File: config.mk
export PLATFORM = sky130hd
export DESIGN_NAME = fb_addr_map
export DESIGN_NICKNAME = d
export VERILOG_FILES = /design/src/rtl/fb_map_pkg.sv /design/src/rtl/fb_region_dec.sv /design/src/rtl/fb_bank_calc.sv /design/src/rtl/fb_rd_stage.sv /design/src/rtl/fb_addr_map.sv
export SDC_FILE = /design/constraint.sdc
export NUM_CORES = 1
export LEC_CHECK = 0
export ABC_AREA = 1
export BUFFER_PORTS_ARGS = -buffer_cell sky130_fd_sc_hd__buf_2
export CAP_MARGIN = 20
export CORE_MARGIN = 2
export CORE_UTILIZATION = 47
export DETAILED_ROUTE_END_ITERATION = 16
export HOLD_SLACK_MARGIN = 0.05
export PLACE_DENSITY = 0.91
export SYNTH_ARGS = -nofsm -noshare
export SYNTH_HDL_FRONTEND = slang
export SYNTH_SLANG_ARGS = --single-unit
export TNS_END_PERCENT = 50
File: constraint.sdc
create_clock -name clk_i -period 2.74 [get_ports clk_i]
set_input_delay 0.548 -clock clk_i [delete_from_list [all_inputs] [get_ports clk_i]]
set_output_delay 0.548 -clock clk_i [all_outputs]
set_load 0.01 [all_outputs]
File: src/rtl/fb_map_pkg.sv
package fb_map_pkg;
  typedef enum logic [1:0] {
    REG_LIN  = 2'd0,
    REG_BANK = 2'd1,
    REG_NONE = 2'd2
  } region_e;
endpackage

File: src/rtl/fb_region_dec.sv
module fb_region_dec
  import fb_map_pkg::*;
#(
  parameter int unsigned AW       = 32,
  parameter int unsigned WIN_BASE = 32'h000A_0000
) (
  input  logic [AW-1:0] haddr_i,
  input  logic [AW-1:0] lfb_base_i,
  output region_e       region_o
);
  localparam logic [AW-1:0] WIN_LIM = AW'(WIN_BASE + 32'h0001_0000);

  // linear compare first: a base inside the window wins
  always_comb begin
    if (haddr_i >= lfb_base_i)   region_o = REG_LIN;
    else if (haddr_i < WIN_LIM)  region_o = REG_BANK;
    else                         region_o = REG_NONE;
  end
endmodule

File: src/rtl/fb_bank_calc.sv
module fb_bank_calc #(
  parameter int unsigned AW     = 32,
  parameter int unsigned BANK_W = 9
) (
  input  logic [15:0]       low_i,
  input  logic [BANK_W-1:0] bank_i,
  input  logic              gran32_i,
  output logic [AW-1:0]     off_o
);
  localparam int unsigned BB_W = BANK_W + 16;

  logic [BB_W-1:0] bank_base;

  always_comb begin
    if (gran32_i) bank_base = {1'b0, bank_i, 15'd0};
    else          bank_base = {bank_i, 16'd0};
    off_o = AW'(bank_base) + AW'(low_i);
  end
endmodule

File: src/rtl/fb_rd_stage.sv
module fb_rd_stage (
  input  logic       clk_i,
  input  logic       rst_ni,
  input  logic       rd_i,
  input  logic       hit_i,
  input  logic [7:0] mem_rdata_i,
  output logic [7:0] rdata_o,
  output logic       rvalid_o
);
  always_ff @(posedge clk_i or negedge rst_ni) begin
    if (!rst_ni) begin
      rdata_o  <= 8'd0;
      rvalid_o <= 1'b0;
    end else begin
      rvalid_o <= rd_i;
      if (rd_i) rdata_o <= hit_i ? mem_rdata_i : 8'd0;
    end
  end


  rd_lat_chk: assert property (@(posedge clk_i) disable iff (!rst_ni)
    rd_i |=> rvalid_o);

  no_spur_valid_chk: assert property (@(posedge clk_i) disable iff (!rst_ni)
    !rd_i |=> !rvalid_o);

  rej_rd_zero_chk: assert property (@(posedge clk_i) disable iff (!rst_ni)
    (rd_i && !hit_i) |=> (rdata_o == 8'd0));
endmodule

File: src/rtl/fb_addr_map.sv
module fb_addr_map
  import fb_map_pkg::*;
#(
  parameter int unsigned AW        = 32,
  parameter int unsigned BANK_W    = 9,
  parameter int unsigned MEM_BYTES = 262144,
  parameter int unsigned WIN_BASE  = 32'h000A_0000,
  localparam int unsigned MEM_AW   = $clog2(MEM_BYTES)
) (
  input  logic              clk_i,
  input  logic              rst_ni,
  input  logic [AW-1:0]     haddr_i,
  input  logic              rd_i,
  input  logic              wr_i,
  input  logic [7:0]        wdata_i,
  input  logic [AW-1:0]     lfb_base_i,
  input  logic [BANK_W-1:0] bank_i,
  input  logic              gran32_i,
  output logic [MEM_AW-1:0] mem_addr_o,
  output logic              mem_we_o,
  output logic [7:0]        mem_wdata_o,
  input  logic [7:0]        mem_rdata_i,
  output logic [7:0]        rdata_o,
  output logic              rvalid_o
);
  localparam logic [AW-1:0] MEM_LIM = AW'(MEM_BYTES);
  localparam logic [AW-1:0] WIN_LIM = AW'(WIN_BASE + 32'h0001_0000);

  region_e       region;
  logic [AW-1:0] bank_off;
  logic [AW-1:0] off;
  logic          hit;

  fb_region_dec #(.AW(AW), .WIN_BASE(WIN_BASE)) u_dec (
    .haddr_i    (haddr_i),
    .lfb_base_i (lfb_base_i),
    .region_o   (region)
  );

  fb_bank_calc #(.AW(AW), .BANK_W(BANK_W)) u_bank (
    .low_i    (haddr_i[15:0]),
    .bank_i   (bank_i),
    .gran32_i (gran32_i),
    .off_o    (bank_off)
  );

  always_comb begin
    off = (region == REG_LIN) ? (haddr_i - lfb_base_i) : bank_off;
    hit = (region != REG_NONE) && (off < MEM_LIM);
  end

  assign mem_addr_o  = off[MEM_AW-1:0];
  assign mem_we_o    = wr_i && hit;
  assign mem_wdata_o = wdata_i;

  fb_rd_stage u_rd (
    .clk_i       (clk_i),
    .rst_ni      (rst_ni),
    .rd_i        (rd_i),
    .hit_i       (hit),
    .mem_rdata_i (mem_rdata_i),
    .rdata_o     (rdata_o),
    .rvalid_o    (rvalid_o)
  );


  we_needs_wr_chk: assert property (@(posedge clk_i) disable iff (!rst_ni)
    mem_we_o |-> wr_i);

  we_in_mem_chk: assert property (@(posedge clk_i) disable iff (!rst_ni)
    mem_we_o |-> (off < MEM_LIM));

  we_not_gap_chk: assert property (@(posedge clk_i) disable iff (!rst_ni)
    mem_we_o |-> ((haddr_i >= lfb_base_i) || (haddr_i < WIN_LIM)));
endmodule

==> results by group, run 1 <==
Drt
  • DR WL/cell: 15.89 µm
  • Final wirelength: 16,020 µm
  • Post-route ant nets: 0
  • Initial DRC count: 772
  • Post-DR vias/cell: 5.541
  • DR pass1 iterations: 9
  • # DRC: 0
  • Vias: 5,585

Timing
  • Setup repair after global routing missed its margin: true
  • Final Setup Violations: 27
  • Final min period: 3.240 ns
  • Clock skew: 0 ns
  • Slew HR: 0.6659
  • Slack of the critical path: -0.5003 ns
  • Final period util: 1.183
  • Final hold vios: 0
  • Worst Tran Pin Value: 0.4960 ns
  • Fin. max-slew vios: 0
  • Fmax: 308.6 MHz

Pwr
  • Leak: 0.003431 µW
  • Maximum VDD drop: 0.1278 mV
  • P per Cell Area: 288.5 mW/mm²

Finish
  • Synth-to-Final Area Change: 55.43%
  • Fillers: 524
  • Net count, final: 1,039
  • Number of diodes: 0
  • Final std cells w/o fill: 1,008
  • Share of cells above drive strength 1: 0.3619
  • Final core occ: 0.7626

Worst setup path
  • Worst Setup End Kind: primary output
  • CP required: 2.19 ns
  • Setup CP Type: primary input to primary output
  • Critical Path AT: 2.69 ns
  • Max FO, Critical Path: 4
  • Crit start category: primary input

Global routing
  • Largest net degree at the start of global routing: 19
  • Vias in the first global route: 4,922
  • Global route total overflow: 0
  • Global Route Usage Sum: 0.3224
  • First-pass GRT wire length: 22,180 µm
  • Antenna violations before repair: 0

Logic synthesis
  • Cells after Synth: 710
  • Syn nets: 839
  • Yosys warns: 0
  • Largest area contributor in the netlist: nand2_1
  • Avg Inst Size Synth: 5.093 µm²
  • Area of the mapped netlist: 0.003616 mm²
  • Unique masters post-synth: 37
  • Post-synthesis sequential area ratio: 0.06228
  • Top cell type's share of synthesized area: 0.2834
  • Synth top area cells: nand2_1 28%, inv_1 16%, ha_1 12%
  • Yosys reg bits: 9

Clock network
  • Clock tree from TritonCTS: done
  • # clock sinks: 9
  • Max clock buf depth: 2
  • TritonCTS Buffers: 3
  • Root Driver: clkbuf_8
  • Clk Latency, worst-skew pair: 0.23 ns
  • Clk slew on worst S/H paths: 0.04 ns
  • Htree depth: 1

Run status
  • Outcome: complete, but fails checks
  • Failing checks: setup timing

Placed design
  • DP Cell Count: 983
  • PortBufs: 113
  • Gpl congestion: 0.9750
  • Post-DP HPWL: 9265 µm

Floorplan
  • DIE AREA: 0.008411 mm²
  • Die X: 91.71 µm
  • Core area: 0.007370 mm²
  • Effective utilization at floorplan: 0.4907
  • Die height: 91.71 µm
  • Std cell rows: 31
  • Ports: 130

Worst hold path
  • Worst hold path class: primary input to asynchronous set/reset pin

Flow run
  • Max Cap Viol: 0
==> state kept, by name, summed over array words and instances, names as in the netlist <==
signal,cells
u_rd.rdata_o,8
u_rd.rvalid_o,1
==> layout by cell type (no fill, tap or decap), types with 6 or more instances in the layout <==
cell type / count
nand2_1: 248
inv_1: 151
buf_2: 111
buf_4: 87
nor2_1: 45
nand3_1: 36
nand2_2: 31
ha_4: 20
a21oi_1: 14
xnor2_1: 14
ha_1: 14
o21ai_1: 12
o21ai_0: 11
nor2_2: 10
o21ai_2: 9
a21oi_2: 9
dfrtp_1: 9
inv_2: 8
nand4_1: 7
nand2_4: 6
==> critical path, stage by stage <==
cell and delay [ns]:
buf_2 0.07, inv_1 0.07, ha_4 0.31, nand2_2 0.11, nor2_2 0.25, nand2_1 0.14, nor2_1 0.17, nand2_1 0.17
nand3_1 0.13, nand2_1 0.07, nand2_1 0.06, nand2_1 0.05, nor2_1 0.09, nand3_1 0.10, nand2_2 0.09, nand2_2 0.06
nor2_2 0.06, buf_2 0.13
==> Yosys cell counts, drive strengths merged <==
library cell and number:
and2 5, inv 161, buf 12, nand3 42
o21ai 33, dfrtp 9, nand2 285, nand3b 2
nor4 1, o21bai 4, xor2 2, nor3 5
nand4 8, a31oi 2, fa 1, ha 34
o2111ai 1, a21oi 24, a21o 1, xnor2 14
clkbuf 2, or2 3, nor2 59
==> cells by family after synthesis <==
logic type | count (synthesis) | share of synthesized area
and+or+nand+nor | 410 | 0.4785
buffers and inverters | 175 | 0.1938
AOI/OAI and AO/OA | 65 | 0.1035
adders and majority gates | 35 | 0.1232
xor gates and xnor gates | 16 | 0.03876
DFF | 9 | 0.06228
==> timing repair <==
item                                    in CTS  in global routing
buffers inserted                            13                  3
hold buffers                                 0                  0
endpoints found under the setup margin      19                 27
pin swaps                                   18                 17
resized for setup                           67                 46
gates cloned                                 1                  4
==> power breakdown <==
| part | switching [µW] | internal, µW |
|---|---|---|
| clock network | 51.0 | 101 |
| logic | 738 | 595 |
| registers | 0.579 | 135 |
==> layer usage <==
| layer | share of wire | track usage | wire length, µm |
|---|---|---|---|
| met2 | 0.44 | 0.5521 | 7063 |
| met5 | 0 | 0 | 0 |
| met4 | 0.092 | 0.2040 | 1480 |
| met1 | 0.35 | 0.3717 | 5579 |
| met3 | 0.12 | 0.05259 | 1895 |
==> metrics by stage <==
step	instance area [µm²]	TNS [ns]	hold WS (ns)	worst slack [ns]	total power, µW
after floorplan	3652	-1.297	0.2524	-0.1052	728.4
final	5620	-11.98	0.1481	-0.5003	1622
after global routing	5620	-14.01	0.1606	-0.5861	1707
after global placement	4821	-4.771	0.4019	-0.3101	1096
after CTS	5318	-4.113	0.1534	-0.2247	1408
after detailed placement	4821	-5.903	0.3993	-0.3584	1112
==> path summary, 6_finish.rpt <==
check,from,to,slack [ns],cells past startpoint
hold / removal,rst_ni,u_rd.rdata_o[1]$_DFFE_PN0P_,0.15,1
max in group asynchronous,rst_ni,u_rd.rdata_o[4]$_DFFE_PN0P_,2.43,1
setup / recovery,lfb_base_i[12],mem_we_o,-0.50,18
min in group clk_i,u_rd.rdata_o[2]$_DFFE_PN0P_,u_rd.rdata_o[2]$_DFFE_PN0P_,0.47,2
setup reg to reg,u_rd.rdata_o[3]$_DFFE_PN0P_,u_rd.rdata_o[3]$_DFFE_PN0P_,2.13,2
hold reg to reg,u_rd.rdata_o[2]$_DFFE_PN0P_,u_rd.rdata_o[2]$_DFFE_PN0P_,0.47,2
==> cell type report <==
type                       instances  area, µm²  share of cell area
multi-input combinational        526       3193              0.5681
timing repair buffer             209       1416              0.2520
inverter                         161      616.8              0.1098
sequential                         9      225.2             0.04007
tap                               99      123.9             0.02204
clock buffer                       4      45.04            0.008014
Power figures use the tool's default switching activity.
==> inputs of run 2 (changes only) <==
- PLACE_DENSITY: 0.91 -> 0.88
- SYNTH_HIERARCHICAL: default -> 1
==> run 2 against run 1 <==
Against the previous run:
- the run still ends with setup timing left
- design area increased by 27%
- die area increased by 30%
- worst setup slack got worse by 0.071 ns
- non-clock buffer count increased by 10
- routed wire length increased by 2.7%
- clock skew unchanged
- critical path type unchanged
- critical endpoint unchanged
- highest routed layer unchanged
==> results by group, run 2 <==
Drt
  • Post-route ant nets: 0
  • Final wirelength: 16,450 µm
  • DR pass1 iterations: 7
  • Initial DRC count: 538
  • Post-DR vias/cell: 5.164
  • # DRC: 0
  • Vias: 6,326
  • DR WL/cell: 13.43 µm

Finish
  • Final core occ: 0.7328
  • Share of cells above drive strength 1: 0.3984
  • Commonest non-fill, non-tap cells in the layout: 283 x nand2_1, 166 x inv_1, 103 x buf_4, 92 x buf_2, 53 x nand2_2
  • Synth-to-Final Area Change: 51.10%
  • Largest regs: u_rd/rdata_o (8), u_rd/rvalid_o (1)
  • Net count, final: 1,253
  • Biggest register: u_rd/rdata_o
  • Max reg flops: 8
  • Most common cell after layout, fill and taps aside: nand2_1
  • Final std cells w/o fill: 1,225
  • Number of diodes: 0

Worst setup path
  • Critical Path AT: 2.76 ns
  • Setup CP Type: primary input to primary output
  • Crit start category: primary input
  • Bufs and invs on worst path: 4
  • Max stage delay on crit path: 0.29 ns
  • Crit path depth: 18
  • Critical path, cell by cell: buf_2 > buf_4 > ha_4 > nand2_1 > nor2_1 > nand2_1 > nor2_1 > nand2_1 > nand3_1 > nand2_1 > nand3_1 > nand2_1 > inv_2 > nand3_2 > nor2_4 > nand3_4 > nor2_4 > buf_6
  • Max stage delay cell, worst path: ha_4
  • CP required: 2.19 ns
  • Max FO, Critical Path: 4
  • Crit-path most repeated cell: nand2_1
  • Reg2reg path depth: 2
  • Worst Setup End Kind: primary output
  • CP delay by family, top: simple AND/OR/NAND/NOR gates

Logic synthesis
  • Cells after Synth: 900
  • Area of the mapped netlist: 0.004741 mm²
  • Synth cell count leaders: 334 x nand2_1, 190 x inv_1, 66 x nor2_1
  • Yosys warns: 6
  • Top-count cell post-synth: nand2_1
  • Post-synthesis sequential area ratio: 0.04751
  • Yosys reg bits: 9
  • Main synth FF type: dfrtp_1
  • Largest area contributor in the netlist: nand2_1
  • Asr flop ratio synth: 1.000
  • Synth top area cells: nand2_1 26%, ha_1 17%, inv_1 15%
  • Unique masters post-synth: 40
  • Avg Inst Size Synth: 5.268 µm²
  • Post-synth EDFFs: 0
  • Top cell type's share of synthesized area: 0.2644

Global routing
  • Global route total overflow: 0
  • Antenna violations before repair: 0
  • Vias in the first global route: 5,527
  • Largest net degree at the start of global routing: 15
  • First-pass GRT wire length: 23,840 µm
  • Global Route Usage Sum: 0.2557

Flow run
  • Max Cap Viol: 0

Worst hold path
  • Worst hold path class: primary input to asynchronous set/reset pin

Clock network
  • Root Driver: clkbuf_8
  • Hold buffers post-CTS: 0
  • Max clock buf depth: 2
  • Clk Latency, worst-skew pair: 0.23 ns
  • Htree depth: 1
  • TritonCTS Buffers: 3
  • Clk slew on worst S/H paths: 0.04 ns
  • Clock tree from TritonCTS: done
  • # clock sinks: 9

Floorplan
  • Core area: 0.009774 mm²
  • Die X: 104.4 µm
  • Std cell rows: 36
  • Ports: 130
  • DIE AREA: 0.01091 mm²
  • Die height: 104.4 µm
  • Effective utilization at floorplan: 0.4850

Placed design
  • Gpl congestion: 0.9447
  • Post-DP HPWL: 11,480 µm
  • DP Cell Count: 1,216
  • PortBufs: 113

Timing
  • Fin. max-slew vios: 0
  • Hold_ws: 0.1582 ns
  • Slack of the critical path: -0.5716 ns
  • Clock skew: 0 ns
  • Final hold vios: 0
  • Setup repair after global routing missed its margin: true
  • Final period util: 1.209
  • Fmax: 302.0 MHz
  • Final Setup Violations: 23
  • Final min period: 3.312 ns

Run status
  • Failing checks: setup timing
  • Outcome: complete, but fails checks

Pwr
  • Leak: 0.004170 µW
  • Maximum VDD drop: 0.1696 mV
  • P per Cell Area: 247.2 mW/mm²
run 2: cell families (layout without fill, tap and decap cells):
group           after synthesis  after routing  share of synthesized area
fa+ha+maj                    66             66                     0.1758
buf+inv                     232            419                     0.2101
xor+xnor                      9              9                    0.01663
compound gates               68             68                    0.08155
simple gates                515            515                     0.4677
other cells                   1              6                  0.0007910
flops                         9              9                    0.04751
run 2: worst register-to-register path: cells and delay by family, from the launching register on:
family / cells / cell delay [ns]
DFF: 1 / 0.38
and+or+nand+nor: 2 / 0.13
run 2: power breakdown:
part	internal [µW]	switching, µW
clock	101	50.9
sequential	135	0.726
combinational	659	824
run 2: timing repair:
item,CTS,global route
buffers inserted,0,4
endpoints found under the setup margin,19,27
gates cloned,1,0
gates resized for setup,67,142
pin swaps,40,66
run 2: worst paths after layout:
| kind | start | to | slack, ns |
|---|---|---|---|
| setup / recovery | haddr_i[8] | mem_we_o | -0.57 |
| hold / removal | rst_ni | u_rd/rdata_o[4]$_DFFE_PN0P_ | 0.16 |
| setup reg to reg | u_rd/rdata_o[3]$_DFFE_PN0P_ | u_rd/rdata_o[3]$_DFFE_PN0P_ | 2.11 |
| hold reg to reg | u_rd/rdata_o[2]$_DFFE_PN0P_ | u_rd/rdata_o[2]$_DFFE_PN0P_ | 0.47 |
| max in group asynchronous | rst_ni | u_rd/rdata_o[6]$_DFFE_PN0P_ | 2.40 |
| min in group clk_i | u_rd/rdata_o[2]$_DFFE_PN0P_ | u_rd/rdata_o[2]$_DFFE_PN0P_ | 0.47 |
run 2: cell type report:
cell class                      count  area, µm²
Clock buffer                        4      45.04
Fill cell                         705       2611
Inverter                          196      745.7
Multi-Input combinational cell    664       4443
Sequential cell                     9      225.2
Tap cell                          133      166.4
Timing Repair Buffer              219       1538
run 2: layer usage:
layer / routed length, µm / vias up / GRT usage
met5: 0 / - / 0
met4: 652 / 0 / 0.04344
met3: 1335 / 73 / 0.01942
met2: 7937 / 332 / 0.4580
met1: 6527 / 2828 / 0.3377
li1: - / 3093 / -
run 2: metrics by stage:
step / area [µm²] / worst slack [ns] / total power, µW / TNS (ns)
final: 7163 / -0.5716 / 1771 / -6.387
after global routing: 7163 / -0.6353 / 1899 / -8.768
after CTS: 6596 / -0.3904 / 1547 / -5.401
after detailed placement: 6135 / -0.5409 / 1288 / -8.620
after global placement: 6135 / -0.4822 / 1263 / -7.052
after floorplan: 4907 / -0.02945 / 856.5 / -0.02945
